===== src/rtl/irq_front_pkg.sv =====
package irq_front_pkg;
    localparam int REG_W     = 32;
    localparam int SEL_W     = 3;
    localparam int SENSE_TOP = 15;

    typedef enum logic [SEL_W-1:0] {
        SEL_INT_MASK  = 3'd0,
        SEL_INT_FORCE = 3'd1,
        SEL_EXT_MASK  = 3'd2,
        SEL_EXT_FORCE = 3'd3,
        SEL_EXT_PEND  = 3'd4,
        SEL_SENSE     = 3'd5,
        SEL_RSVD6     = 3'd6,
        SEL_RSVD7     = 3'd7
    } reg_sel_e;

    typedef enum logic {
        PND_IDLE = 1'b0,
        PND_HELD = 1'b1
    } pend_state_e;
endpackage


===== src/rtl/irq_pin_sync.sv =====
module irq_pin_sync #(
    parameter int W      = 8,
    parameter int STAGES = 2
) (
    input  logic         clk,
    input  logic         rst,
    input  logic [W-1:0] pin_async,
    output logic [W-1:0] pin_sync
);
    logic [W-1:0] chain_q [STAGES];

    // Flops reset to the idle-high level so no false edge follows reset.
    always_ff @(posedge clk) begin
        if (rst) begin
            for (int s = 0; s < STAGES; s++) chain_q[s] <= '1;
        end else begin
            chain_q[0] <= pin_async;
            for (int s = 1; s < STAGES; s++) chain_q[s] <= chain_q[s-1];
        end
    end

    assign pin_sync = chain_q[STAGES-1];
endmodule


===== src/rtl/irq_edge_pend.sv =====
module irq_edge_pend
    import irq_front_pkg::*;
(
    input  logic clk,
    input  logic rst,
    input  logic level_n,
    input  logic edge_mode,
    input  logic ack,
    output logic pending,
    output logic asserted
);
    pend_state_e state_q, state_d;
    logic        prev_q;
    logic        fall;

    always_ff @(posedge clk) begin
        if (rst) prev_q <= 1'b1;
        else     prev_q <= level_n;
    end

    assign fall = prev_q & ~level_n;

    // State register
    always_ff @(posedge clk) begin
        if (rst) state_q <= PND_IDLE;
        else     state_q <= state_d;
    end

    // Transitions: catch, release, drop
    always_comb begin
        state_d = state_q;
        unique case (state_q)
            PND_IDLE: if (edge_mode && fall) state_d = PND_HELD;
            PND_HELD: begin
                if (!edge_mode)         state_d = PND_IDLE;
                else if (ack && !fall)  state_d = PND_IDLE;
            end
        endcase
    end

    // Outputs
    always_comb begin
        pending  = (state_q == PND_HELD);
        asserted = edge_mode ? pending : ~level_n;
    end

    assert_rise_after_fall_R5: assert property (@(posedge clk) disable iff (rst)
        $rose(pending) |-> $past(edge_mode && fall));

    assert_hold_until_ack_R6: assert property (@(posedge clk) disable iff (rst)
        (pending && edge_mode && !ack) |=> pending);

    assert_ack_race_keeps_R7: assert property (@(posedge clk) disable iff (rst)
        (pending && edge_mode && ack && fall) |=> pending);
endmodule


===== src/rtl/irq_regs.sv =====
module irq_regs
    import irq_front_pkg::*;
#(
    parameter int NUM_EXT = 8,
    parameter int NUM_INT = 32
) (
    input  logic               clk,
    input  logic               rst,
    input  logic               wr_en,
    input  logic [SEL_W-1:0]   reg_sel,
    input  logic [REG_W-1:0]   wr_data,
    input  logic [NUM_EXT-1:0] pend_vec,
    output logic [NUM_INT-1:0] int_mask,
    output logic [NUM_INT-1:0] int_force,
    output logic [NUM_EXT-1:0] ext_mask,
    output logic [NUM_EXT-1:0] ext_force,
    output logic [NUM_EXT-1:0] edge_mode,
    output logic [NUM_EXT-1:0] ack,
    output logic [REG_W-1:0]   rd_data
);
    reg_sel_e sel;
    assign sel = reg_sel_e'(reg_sel);

    always_ff @(posedge clk) begin
        if (rst) begin
            int_mask  <= '0;
            int_force <= '0;
            ext_mask  <= '0;
            ext_force <= '0;
            edge_mode <= '0;
        end else if (wr_en) begin
            unique case (sel)
                SEL_INT_MASK:
                    for (int b = 0; b < NUM_INT; b++) int_mask[b] <= wr_data[REG_W-1-b];
                SEL_INT_FORCE:
                    for (int b = 0; b < NUM_INT; b++) int_force[b] <= wr_data[REG_W-1-b];
                SEL_EXT_MASK:
                    for (int n = 0; n < NUM_EXT; n++) ext_mask[n] <= wr_data[REG_W-1-n];
                SEL_EXT_FORCE:
                    for (int n = 0; n < NUM_EXT; n++) ext_force[n] <= wr_data[REG_W-1-n];
                SEL_SENSE:
                    for (int n = 0; n < NUM_EXT; n++) edge_mode[n] <= wr_data[SENSE_TOP-n];
                default: ;
            endcase
        end
    end

    // Write-one-to-clear strobes for the pending latches
    always_comb begin
        for (int n = 0; n < NUM_EXT; n++)
            ack[n] = wr_en && (sel == SEL_EXT_PEND) && wr_data[REG_W-1-n];
    end

    always_comb begin
        rd_data = '0;
        unique case (sel)
            SEL_INT_MASK:
                for (int b = 0; b < NUM_INT; b++) rd_data[REG_W-1-b] = int_mask[b];
            SEL_INT_FORCE:
                for (int b = 0; b < NUM_INT; b++) rd_data[REG_W-1-b] = int_force[b];
            SEL_EXT_MASK:
                for (int n = 0; n < NUM_EXT; n++) rd_data[REG_W-1-n] = ext_mask[n];
            SEL_EXT_FORCE:
                for (int n = 0; n < NUM_EXT; n++) rd_data[REG_W-1-n] = ext_force[n];
            SEL_EXT_PEND:
                for (int n = 0; n < NUM_EXT; n++) rd_data[REG_W-1-n] = pend_vec[n];
            SEL_SENSE:
                for (int n = 0; n < NUM_EXT; n++) rd_data[SENSE_TOP-n] = edge_mode[n];
            default: rd_data = '0;
        endcase
    end
endmodule


===== src/rtl/irq_sense_front.sv =====
module irq_sense_front
    import irq_front_pkg::*;
#(
    parameter int NUM_EXT     = 8,
    parameter int NUM_INT     = 32,
    parameter int SYNC_STAGES = 2
) (
    input  logic               clk,
    input  logic               rst,
    input  logic [NUM_EXT-1:0] ext_pin_n,
    input  logic [NUM_INT-1:0] int_src_n,
    input  logic               wr_en,
    input  logic [SEL_W-1:0]   reg_sel,
    input  logic [REG_W-1:0]   wr_data,
    output logic [REG_W-1:0]   rd_data,
    output logic [NUM_INT-1:0] int_active,
    output logic [NUM_EXT-1:0] ext_active
);
    logic [NUM_EXT-1:0] pin_sync;
    logic [NUM_EXT-1:0] pend_vec;
    logic [NUM_EXT-1:0] pin_asserted;
    logic [NUM_EXT-1:0] edge_mode;
    logic [NUM_EXT-1:0] ack;
    logic [NUM_EXT-1:0] ext_mask;
    logic [NUM_EXT-1:0] ext_force;
    logic [NUM_INT-1:0] int_mask;
    logic [NUM_INT-1:0] int_force;

    irq_pin_sync #(.W(NUM_EXT), .STAGES(SYNC_STAGES)) u_sync (
        .clk       (clk),
        .rst       (rst),
        .pin_async (ext_pin_n),
        .pin_sync  (pin_sync)
    );

    for (genvar n = 0; n < NUM_EXT; n++) begin : g_pin
        irq_edge_pend u_pend (
            .clk       (clk),
            .rst       (rst),
            .level_n   (pin_sync[n]),
            .edge_mode (edge_mode[n]),
            .ack       (ack[n]),
            .pending   (pend_vec[n]),
            .asserted  (pin_asserted[n])
        );
    end

    irq_regs #(.NUM_EXT(NUM_EXT), .NUM_INT(NUM_INT)) u_regs (
        .clk       (clk),
        .rst       (rst),
        .wr_en     (wr_en),
        .reg_sel   (reg_sel),
        .wr_data   (wr_data),
        .pend_vec  (pend_vec),
        .int_mask  (int_mask),
        .int_force (int_force),
        .ext_mask  (ext_mask),
        .ext_force (ext_force),
        .edge_mode (edge_mode),
        .ack       (ack),
        .rd_data   (rd_data)
    );

    assign ext_active = (pin_asserted | ext_force) & ext_mask;
    assign int_active = (~int_src_n | int_force) & int_mask;

    assert_ext_mask_silences_R10: assert property (@(posedge clk) disable iff (rst)
        $past(wr_en && reg_sel == SEL_EXT_MASK && wr_data == '0) |-> ext_active == '0);

    assert_int_mask_silences_R10: assert property (@(posedge clk) disable iff (rst)
        $past(wr_en && reg_sel == SEL_INT_MASK && wr_data == '0) |-> int_active == '0);
endmodule


===== config.mk =====
export PLATFORM = sky130hd
export DESIGN_NAME = irq_sense_front
export DESIGN_NICKNAME = d
export VERILOG_FILES = /design/src/rtl/irq_front_pkg.sv /design/src/rtl/irq_pin_sync.sv /design/src/rtl/irq_edge_pend.sv /design/src/rtl/irq_regs.sv /design/src/rtl/irq_sense_front.sv
export SDC_FILE = /design/constraint.sdc
export NUM_CORES = 1
export LEC_CHECK = 0
export BUFFER_PORTS_ARGS = -buffer_cell sky130_fd_sc_hd__buf_4
export CAP_MARGIN = 0
export CORE_MARGIN = 2
export CORE_UTILIZATION = 57
export CTS_CLUSTER_SIZE = 24
export DETAILED_ROUTE_END_ITERATION = 12
export MAX_ROUTING_LAYER = met4
export PLACE_DENSITY = 0.85
export SKIP_CTS_REPAIR_TIMING = 1
export SYNTH_ARGS = -nofsm -noshare
export SYNTH_HDL_FRONTEND = slang
export SYNTH_HIERARCHICAL = 1
export SYNTH_SLANG_ARGS = --single-unit

===== constraint.sdc =====
create_clock -name clk -period 2.9 [get_ports clk]
set_input_delay 0.58 -clock clk [delete_from_list [all_inputs] [get_ports clk]]
set_output_delay 0.58 -clock clk [all_outputs]
set_load 0.03 [all_outputs]

==> results of run 1 <==
[layout by cell type (no fill, tap or decap), types with 2 or more instances in the layout]
master        n
a211o_1       2
a21boi_1     32
a21oi_1      88
a21oi_2       8
a221o_1       5
and2_1        9
and4b_1       2
buf_4       159
bufinv_16     2
clkbuf_1      3
clkbuf_16    16
clkbuf_8      2
clkinv_2      4
clkinvlp_4    3
dfxtp_1     120
inv_1        32
mux2_2       15
mux2i_1      32
nand2_1     184
nand2b_1     17
nand2b_4      8
nand4b_1      2
nor2_1       33
nor4b_4       2
o21a_1        8
o21ai_0       8
or2_1        24
[metrics by stage]
stage          cells  power [mW]  hold slack, ps  area [µm²]  utilization [%]
2_1_floorplan    695        1.94             383        5670                -
3_3_place_gp     936        2.07             387        6740             69.3
3_5_place_dp     936        2.08             388        6740             69.3
4_1_cts          966        3.98             238        7280             74.8
5_1_grt          966        4.09             231        7280             74.8
6_report         966        3.96             250        7280             74.8
[state kept, by name, summed over array words and instances (netlist names)]
signal and count:
u_sync/chain_q 16, u_regs/ext_force 8, u_regs/ext_mask 8, u_regs/int_force 32, g_pin.u_pend/prev_q 8, g_pin.u_pend/pending 8
u_regs/int_mask 32, u_regs/edge_mode 8
[metal layers]
layer	share of wire, %	up-vias	track usage [%]
met5	0	-	-
met4	1.9	0	11.2
met3	6.3	29	6.67
met2	51	219	50.7
met1	41	2487	33.2
li1	-	2531	-
[cells by family (layout without fill, tap and decap cells)]
kind of cell    Yosys count  count (layout)  share of synthesized area [%]
compound gates          154             154                           16.5
buf+inv                  84             222                           7.76
flops                   120             120                           42.3
mux                      47              47                           8.62
simple gates            290             290                           24.7
[worst register-to-register path, cell delays in order (launching register included)]
cell	delay [ps]
dfxtp_1	430
nand2_1	90
a21oi_1	170
[area by class of cell]
| cell class | instances | area share (%) |
|---|---|---|
| multi-input cells | 491 | 39.2 |
| flip-flops and latches | 120 | 33.0 |
| repair buffers | 159 | 16.4 |
| clock buffers | 21 | 6.03 |
| well taps | 133 | 2.29 |
| inverters | 33 | 1.70 |
| clock inverters | 9 | 1.41 |
[worst paths after layout]
check | start | to | slack (ps) | cells past startpoint
setup / recovery | reg_sel[1] | rd_data[27] | 440 | 4
setup reg to reg | u_regs/edge_mode[5] | u_regs/edge_mode[5] | 2120 | 2
hold / removal | ext_pin_n[7] | u_sync/chain_q[0][7] | 250 | 2
hold reg to reg | u_sync/chain_q[0][4] | u_sync/chain_q[0][12] | 400 | 1
[report_power, final]
group	internal, mW	switching (mW)	total [mW]
logic	0.152	0.181	0.332
registers	1.69	0.0299	1.72
clock network	1.23	0.687	1.91
total	3.07	0.898	3.96
==> metrics.md, run 1 <==
| Metric | Value |
|---|---|
| Status | `finished clean` |
| Number of buffers created by CTS | `17` |
| Starting Density | `58.3%` |
| Most used cell, CP | `buf_4` |
| Die X | `104 µm` |
| Avg Vias per Cell | `5.45` |
| Final min period | `2460 ps` |
| Pins Over Slew Limit | `0` |
| FILL cells | `750` |
| Antenna violations before repair | `0` |
| Root Driver | `clkbuf_8` |
| Worst-path fanout max | `39` |
| Row count | `36` |
| Via count | `5,266` |
| Worst path arrival time | `1880 ps` |
| Pwr Density | `545 nW/µm²` |
| Hold crit path type | `in -> reg` |
| Syn nets | `773` |
| Final Wtd Congestion | `0.882` |
| Detailed placement HPWL | `10,900 µm` |
| Prevailing post-synth register cell | `dfxtp_1` |
| Share of cells above drive strength 1 | `26.9%` |
| Clock slew at reported path FFs | `60 ps` |
| Die footprint | `10,800 µm²` |
| Die height | `104 µm` |
| Slowest CP cell | `buf_4` |
| Drt drc | `0` |
| CP max stage delay | `400 ps` |
| Final wirelength | `15,500 µm` |
| Crit path launch type | `input port` |
| Dpl ws | `452 ps` |
| Post-synthesis sequential area ratio | `42.3%` |
| Critical setup path kind | `in -> out` |
| Remaining global-route overflow | `0` |
| IO buf count | `149` |
| Worst path top cell family by delay | `buffers and inverters` |
| Largest net degree at the start of global routing | `121` |
| #FFs+latches synth | `120` |
| Final setup viols | `0` |
| Leakage | `2.91 nW` |
| Clock Tree Buf Depth | `2` |
| Relative slew slack | `24.9%` |
| Yosys warnings | `6` |
| # diodes | `0` |
| Worst-Skew Late Latency | `510 ps` |
| Top cells by count, synth | `184 x nand2_1, 120 x dfxtp_1, 88 x a21oi_1, 33 x nor2_1` |
| Vias in the first global route | `5,211` |
| Cell Chain, Critical Path | `buf_4 > mux2_2 > a221o_1 > buf_4` |
| GR Util All Layers | `29.4%` |
| Worst setup EP type | `primary output` |
| Syn-to-layout area delta | `28.3%` |
| Buf+Inv Stages, Crit Path | `2` |
| Most frequent cell after synthesis | `nand2_1` |
| I/O pins | `150` |
| CP Data Required Time | `2320 ps` |
| Sink Count | `120` |
| RSZ-0062 raised after global routing | `false` |
| Unique masters post-synth | `37` |
| Multi-input logic area | `2850 µm²` |
| Async set-or-reset flop fraction in the synthesized netlist | `0%` |
| Core box area | `9730 µm²` |
| H-tree Lvls | `4` |
| Setup TNS | `0 ps` |
| Post-Synthesis Cells | `695` |
| Syn Std Cell Area | `5670 µm²` |
| DR WL/cell | `16.1 µm` |
| 1st-iter DRT viols | `299` |
| Post-synth EDFFs | `0` |
| Top-area cell type share of the netlist area | `42.3%` |
| Fmax | `406 MHz` |
| Worst Max-Slew Pin Slew | `1130 ps` |
| Max cap viols | `0` |
| CTS tree | `done` |
| Biggest area consumer among synthesized cells | `dfxtp_1` |
| Ranking of synthesized cells by area | `dfxtp_1 42%, nand2_1 12%, a21oi_1 7.8%` |
| Final Skew | `6.69 ps` |
| Period utilization | `84.9%` |
| FF+latch area | `2400 µm²` |
| Drt pass-1 iters | `5` |
| Fin worst setup slack | `437 ps` |
| Nets | `900` |
| Worst VDD drop | `0.000330 V` |
| Post-DRT Antenna Nets | `0` |
| Avg Cell Area, Syn | `8.16 µm²` |
| First-pass GRT wire length | `24,800 µm` |
| Hold Fails Final Rpt | `0` |
No activity file was read; power rests on OpenSTA's default activity.
==> run 2: changes to the inputs <==
- ABC_AREA: not set -> 1
- CORE_UTILIZATION: 57 -> 54
- PLACE_DENSITY: 0.85 -> 0.8
- clock period: 2.9 -> 2.4 ns (I/O delays scaled with it)
==> metrics.md, run 2 <==
| Metric | Value |
|---|---|
| Syn Std Cell Area | `6280 µm² (+11%)` |
| Clock slew at reported path FFs | `60 ps (about the same)` |
| Async set-or-reset flop fraction in the synthesized netlist | `0% (unchanged)` |
| Setup crit start | `reg_sel[2]` |
| Die footprint | `12,500 µm² (+16%)` |
| I/O pins | `150 (unchanged)` |
| Commonest non-fill, non-tap cell in the layout | `nand2_1` |
| RSZ-0062 raised after global routing | `false` |
| Yosys warnings | `6 (unchanged)` |
| Root Driver | `clkbuf_16` |
| Via count | `6,296 (+20%)` |
| Remaining global-route overflow | `0 (unchanged)` |
| Hold crit path type | `in -> reg` |
| Worst Max-Slew Pin Slew | `728 ps (-398 ps)` |
| Hold Fails Final Rpt | `0 (unchanged)` |
| #FFs+latches synth | `120 (unchanged)` |
| Share of cells above drive strength 1 | `22.8% (-4.1 points)` |
| Final Core Density | `70.3% (-4.5 points)` |
| H-tree Lvls | `4 (unchanged)` |
| Commonest cells after routing, fill and taps aside | `257 x nand2_1, 215 x nor2_1, 201 x inv_1` |
| Prevailing post-synth register cell | `dfxtp_1` |
| Final Skew | `7.77 ps (+1.09 ps)` |
| Worst path arrival time | `1740 ps (-140 ps)` |
| Antenna violations before repair | `0 (unchanged)` |
| Reg2reg start | `u_regs/edge_mode[6]` |
| Pwr Density | `621 nW/µm² (+14%)` |
| Vias in the first global route | `5,698 (+9.3%)` |
| Critical setup path kind | `in -> out` |
| FF+latch area | `2400 µm² (unchanged)` |
| Number of buffers created by CTS | `17 (unchanged)` |
| Worst-Skew Late Latency | `400 ps (-110 ps)` |
| Fmax | `451 MHz` |
| Top cells by count, synth | `257 x nand2_1, 216 x nor2_1, 201 x inv_1, 120 x dfxtp_1, 50 x nand4_1` |
| Biggest regs | `u_regs/int_force (32), u_regs/int_mask (32), u_sync/chain_q (16)` |
| Top-area cell type share of the netlist area | `38.2% (-4.1 points)` |
| Detailed placement HPWL | `11,700 µm (+6.8%)` |
| Biggest area consumer among synthesized cells | `dfxtp_1` |
| Die height | `112 µm (+7.8%)` |
| DR WL/cell | `12.6 µm (-22%)` |
| Worst Hold Launch | `ext_pin_n[5]` |
| Relative slew slack | `51.2% (+26 points)` |
| Post-Synthesis Cells | `1,014 (+46%)` |
| Most frequent cell after synthesis | `nand2_1` |
| Sink Count | `120 (unchanged)` |
| Final Wtd Congestion | `0.864 (-2.0%)` |
| Dpl ws | `142 ps (-311 ps)` |
| CTS tree | `done` |
| Worst-path fanout max | `24 (-38%)` |
| Drt pass-1 iters | `5 (unchanged)` |
| Final hold slack | `254 ps (+3.67 ps)` |
| GR Util All Layers | `27.0% (-2.3 points)` |
| Status | `finished clean` |
| CP Data Required Time | `1920 ps (-400 ps)` |
| Multi-input logic area | `2830 µm² (-0.92%)` |
| Clock Tree Buf Depth | `2 (unchanged)` |
| Post-DRT Antenna Nets | `0 (unchanged)` |
| Final min period | `2220 ps` |
| Row count | `39 (+8.3%)` |
| Final setup viols | `0 (unchanged)` |
| Setup TNS | `0 ps (unchanged)` |
| Fin worst setup slack | `180 ps (-257 ps)` |
| FILL cells | `1,030 (+37%)` |
| Largest net degree at the start of global routing | `47 (-61%)` |
| Max cap viols | `0 (unchanged)` |
| Syn nets | `1,092 (+41%)` |
| Nets | `1,225 (+36%)` |
| Unique masters post-synth | `21 (-43%)` |
| Die X | `112 µm (+7.8%)` |
| IO buf count | `149 (unchanged)` |
| Ranking of synthesized cells by area | `dfxtp_1 38%, nand2_1 15%, nor2_1 13%` |
| Post-synthesis sequential area ratio | `38.2% (-4.1 points)` |
| Drt drc | `0 (unchanged)` |
| Final wirelength | `16,400 µm (+5.6%)` |
| First-pass GRT wire length | `27,000 µm (+8.8%)` |
| 1st-iter DRT viols | `520 (+74%)` |
| Core box area | `11,400 µm² (+17%)` |
| # diodes | `0 (unchanged)` |
| Avg Vias per Cell | `4.83 (-11%)` |
| Syn-to-layout area delta | `27.3%` |
| Period utilization | `92.5%` |
| Worst VDD drop | `0.000486 V (+47%)` |
| Pins Over Slew Limit | `0 (unchanged)` |
| Starting Density | `55.3% (-3.0 points)` |
| Crit path launch type | `input port` |
| Leakage | `3.99 nW (+37%)` |
| Worst setup EP type | `primary output` |
| Avg Cell Area, Syn | `6.20 µm² (-24%)` |
| Post-synth EDFFs | `0 (unchanged)` |
[run 2: per-layer routing]
metal | vias to the layer above | routed length [µm] | track usage (%)
li1 | 3276 | - | -
met1 | 2726 | 7060 | 34.8
met2 | 250 | 7560 | 41.8
met3 | 44 | 1180 | 5.06
met4 | 0 | 590 | 11.4
met5 | - | 0 | -
[run 2: metrics by stage]
stage / instances / power (mW) / cell area, µm²
after global placement: 1271 / 2.70 / 7450
final: 1303 / 4.97 / 8000
after CTS: 1303 / 4.99 / 8000
after floorplan: 1014 / 2.48 / 6280
after global routing: 1303 / 5.16 / 8000
after detailed placement: 1271 / 2.71 / 7450
[run 2: kinds of logic (layout without fill, tap and decap cells)]
logic type | count (synthesis) | in the layout | share of synthesized area, %
compound gates | 65 | 65 | 7.57
buf+inv | 264 | 410 | 16.8
flops | 120 | 120 | 38.2
simple gates | 565 | 565 | 37.4
[run 2: final timing paths]
path,slack [ps],end,cells after the start
min reg2reg,410,u_sync/chain_q[0][10],2
max,180,rd_data[23],7
min,250,u_sync/chain_q[0][5],3
max reg2reg,1560,u_regs/edge_mode[6],4
[run 2: final cells by class]
cell class                 instances  share of cell area (%)
multi-input combinational        630                    35.3
clock buffer                      20                    5.59
sequential                       120                    30.0
inverter                         214                    10.0
clock inverter                    12                    1.20
tap                              143                    2.24
timing repair buffer             164                    15.6
[run 2: report_power, final]
| group | total, mW | switching, mW | internal, mW | leakage [nW] |
|---|---|---|---|---|
| sequential | 2.11 | 0.0522 | 2.06 | 0.978 |
| combinational | 0.562 | 0.347 | 0.215 | 2.75 |
| clock | 2.29 | 0.933 | 1.36 | 0.254 |
[run 2: worst max-delay path, stage by stage]
cell and delay, ps:
buf_4 120, inv_2 230, nand3_4 170, inv_2 370, nand2_1 100, o21ai_0 90, buf_4 180
==> run 3: changes to the inputs <==
- CORE_ASPECT_RATIO: not set -> 0.5
- RECOVER_POWER: not set -> 50
==> metrics.md, run 3 (synthesis results as in run 2) <==
| Metric | Value |
|---|---|
| Die height | `80.3 µm (-28%)` |
| Cell Chain, Critical Path | `buf_4 > nor2_1 > nand2_1 > inv_1 > nand2_1 > nand3_1 > buf_4` |
| Final min period | `2200 ps (-14.9 ps)` |
| Period utilization | `91.9% (-0.62 points)` |
| M3 GR Usage | `5.50% (+0.44 points)` |
| Commonest non-fill, non-tap cell in the layout | `nand2_1` |
| Status | `finished clean` |
| Final Wtd Congestion | `0.975 (+13%)` |
| Pins Over Slew Limit | `0 (unchanged)` |
| Number of buffers created by CTS | `17 (unchanged)` |
| DP Area | `7510 µm² (+0.74%)` |
| CP Data Required Time | `1920 ps (about the same)` |
| CP Depth | `7 (unchanged)` |
| Setup TNS | `0 ps (unchanged)` |
| First-pass GRT wire length | `27,100 µm (+0.23%)` |
| Vias in the first global route | `5,758 (+1.1%)` |
| # diodes | `0 (unchanged)` |
| Fmax | `454 MHz (+0.67%)` |
| H-tree Lvls | `4 (unchanged)` |
| Hold crit path type | `in -> reg` |
| Largest net degree at the start of global routing | `60 (+28%)` |
| Flop2flop setup slack | `1490 ps (-70 ps)` |
| Die X | `157 µm (+40%)` |
| Busiest layer in global routing | `met2` |
| Dpl ws | `130 ps (-11.8 ps)` |
| I/O pins | `150 (unchanged)` |
| Starting Density | `56.4% (+1.1 points)` |
| Worst path arrival time | `1720 ps (-20 ps)` |
| Syn-to-layout area delta | `25.9%` |
| Clock Tree Buf Depth | `2 (unchanged)` |
| Commonest cells after routing, fill and taps aside | `258 x nand2_1, 218 x nor2_1, 211 x inv_1` |
| Fin worst setup slack | `195 ps (+14.9 ps)` |
| Share of cells above drive strength 1 | `19.4% (-3.4 points)` |
| FILL cells | `989 (-4.0%)` |
| Hold depth | `3 (unchanged)` |
| Final wirelength | `16,900 µm (+3.2%)` |
| Drt drc | `0 (unchanged)` |
| Worst setup EP type | `primary output` |
| GR met2 Demand/Resource | `48.6% (+6.9 points)` |
| Sink Count | `120 (unchanged)` |
| Leakage | `3.93 nW (-1.4%)` |
| Worst-Skew Late Latency | `410 ps (about the same)` |
| Worst path top cell family by delay | `simple AND/OR/NAND/NOR gates` |
| Worst VDD drop | `0.000563 V (+16%)` |
| Detailed placement HPWL | `12,100 µm (+3.7%)` |
| GR Util All Layers | `28.2% (+1.2 points)` |
| Relative slew slack | `20.4% (-31 points)` |
| Critical setup path kind | `in -> out` |
| CP max stage delay | `280 ps (-90 ps)` |
| Buf+Inv Stages, Crit Path | `3 (-1)` |
| RSZ-0062 raised after global routing | `false` |
| CTS tree | `done` |
| Crit path launch type | `input port` |
| Biggest regs | `u_regs/int_force (32), u_regs/int_mask (32), u_sync/chain_q (16)` |
| Finished Cell Area | `7910 µm² (-1.0%)` |
| Max cap viols | `0 (unchanged)` |
| R2R depth | `4 (unchanged)` |
| Met1 Usage GRT | `34.0% (-0.86 points)` |
| Drt pass-1 iters | `5 (unchanged)` |
| Antenna violations before repair | `0 (unchanged)` |
| Die footprint | `12,600 µm² (+0.42%)` |
| Pwr Density | `634 nW/µm² (+2.1%)` |
| Post-DRT Antenna Nets | `0 (unchanged)` |
| 1st-iter DRT viols | `455 (-13%)` |
| Avg Vias per Cell | `4.93 (+2.0%)` |
| Final Skew | `9.91 ps (+2.13 ps)` |
| Final setup viols | `0 (unchanged)` |
| Slowest CP cell | `inv_1` |
| Via count | `6,442 (+2.3%)` |
| Row count | `27 (-31%)` |
| IO buf count | `149 (unchanged)` |
| Core box area | `11,100 µm² (-1.9%)` |
| Root Driver | `clkbuf_16` |
| Nets | `1,227 (+0.16%)` |
| Remaining global-route overflow | `0 (unchanged)` |
| Hold Fails Final Rpt | `0 (unchanged)` |
| Worst-path fanout max | `13 (-46%)` |
| Clock slew at reported path FFs | `60 ps (about the same)` |
| Worst Max-Slew Pin Slew | `1190 ps (+466 ps)` |
| DR WL/cell | `12.9 µm (+2.9%)` |
| Final hold slack | `238 ps (-16.1 ps)` |
run 3: cell count changes in the layout (fill, tap and decap cells not counted), sizes merged:
cell,previous run,this run
clkbuf,20,45
clkinv,5,6
buf,164,140
run 3: stage by stage:
step | instances | utilization, % | total power, mW
final | 1307 | 71.0 | 5.02
after floorplan | 1014 | - | 2.48
after global placement | 1275 | 67.4 | 2.71
after detailed placement | 1275 | 67.4 | 2.73
after global routing | 1307 | 71.0 | 5.20
after CTS | 1307 | 72.3 | 5.05
run 3: final timing paths:
kind,from,to
worst max-delay path,reg_sel[1],rd_data[15]
worst min-delay path,ext_pin_n[3],u_sync/chain_q[0][3]
worst max register to register,u_regs/edge_mode[6],u_regs/edge_mode[6]
worst min register to register,u_sync/chain_q[0][2],u_sync/chain_q[0][10]
run 3: routing by layer:
metal  vias up  wire [µm]
met3        28       1280
met1      2900       7240
met2       241       8150
met4         0        242
li1       3273          -
met5         -          0
run 3: worst register-to-register path: stages, from the launching register on:
cell	delay, ps
dfxtp_1	520
inv_1	70
nand2_1	80
nand2_1	50
nor2_1	120
run 3: cell type report:
class / instances / area [µm²] / share of cell area, %
clock buffers: 19 / 453 / 5.72
inverters: 214 / 803 / 10.2
repair buffers: 166 / 1180 / 14.9
clock inverters: 13 / 97.6 / 1.23
flip-flops and latches: 120 / 2400 / 30.4
well taps: 145 / 181 / 2.29
multi-input cells: 630 / 2800 / 35.3
run 3: power breakdown:
part	internal (mW)	switching [mW]	leakage, nW
combinational	0.212	0.351	2.69
sequential	2.06	0.0510	0.978
clock	1.38	0.964	0.262
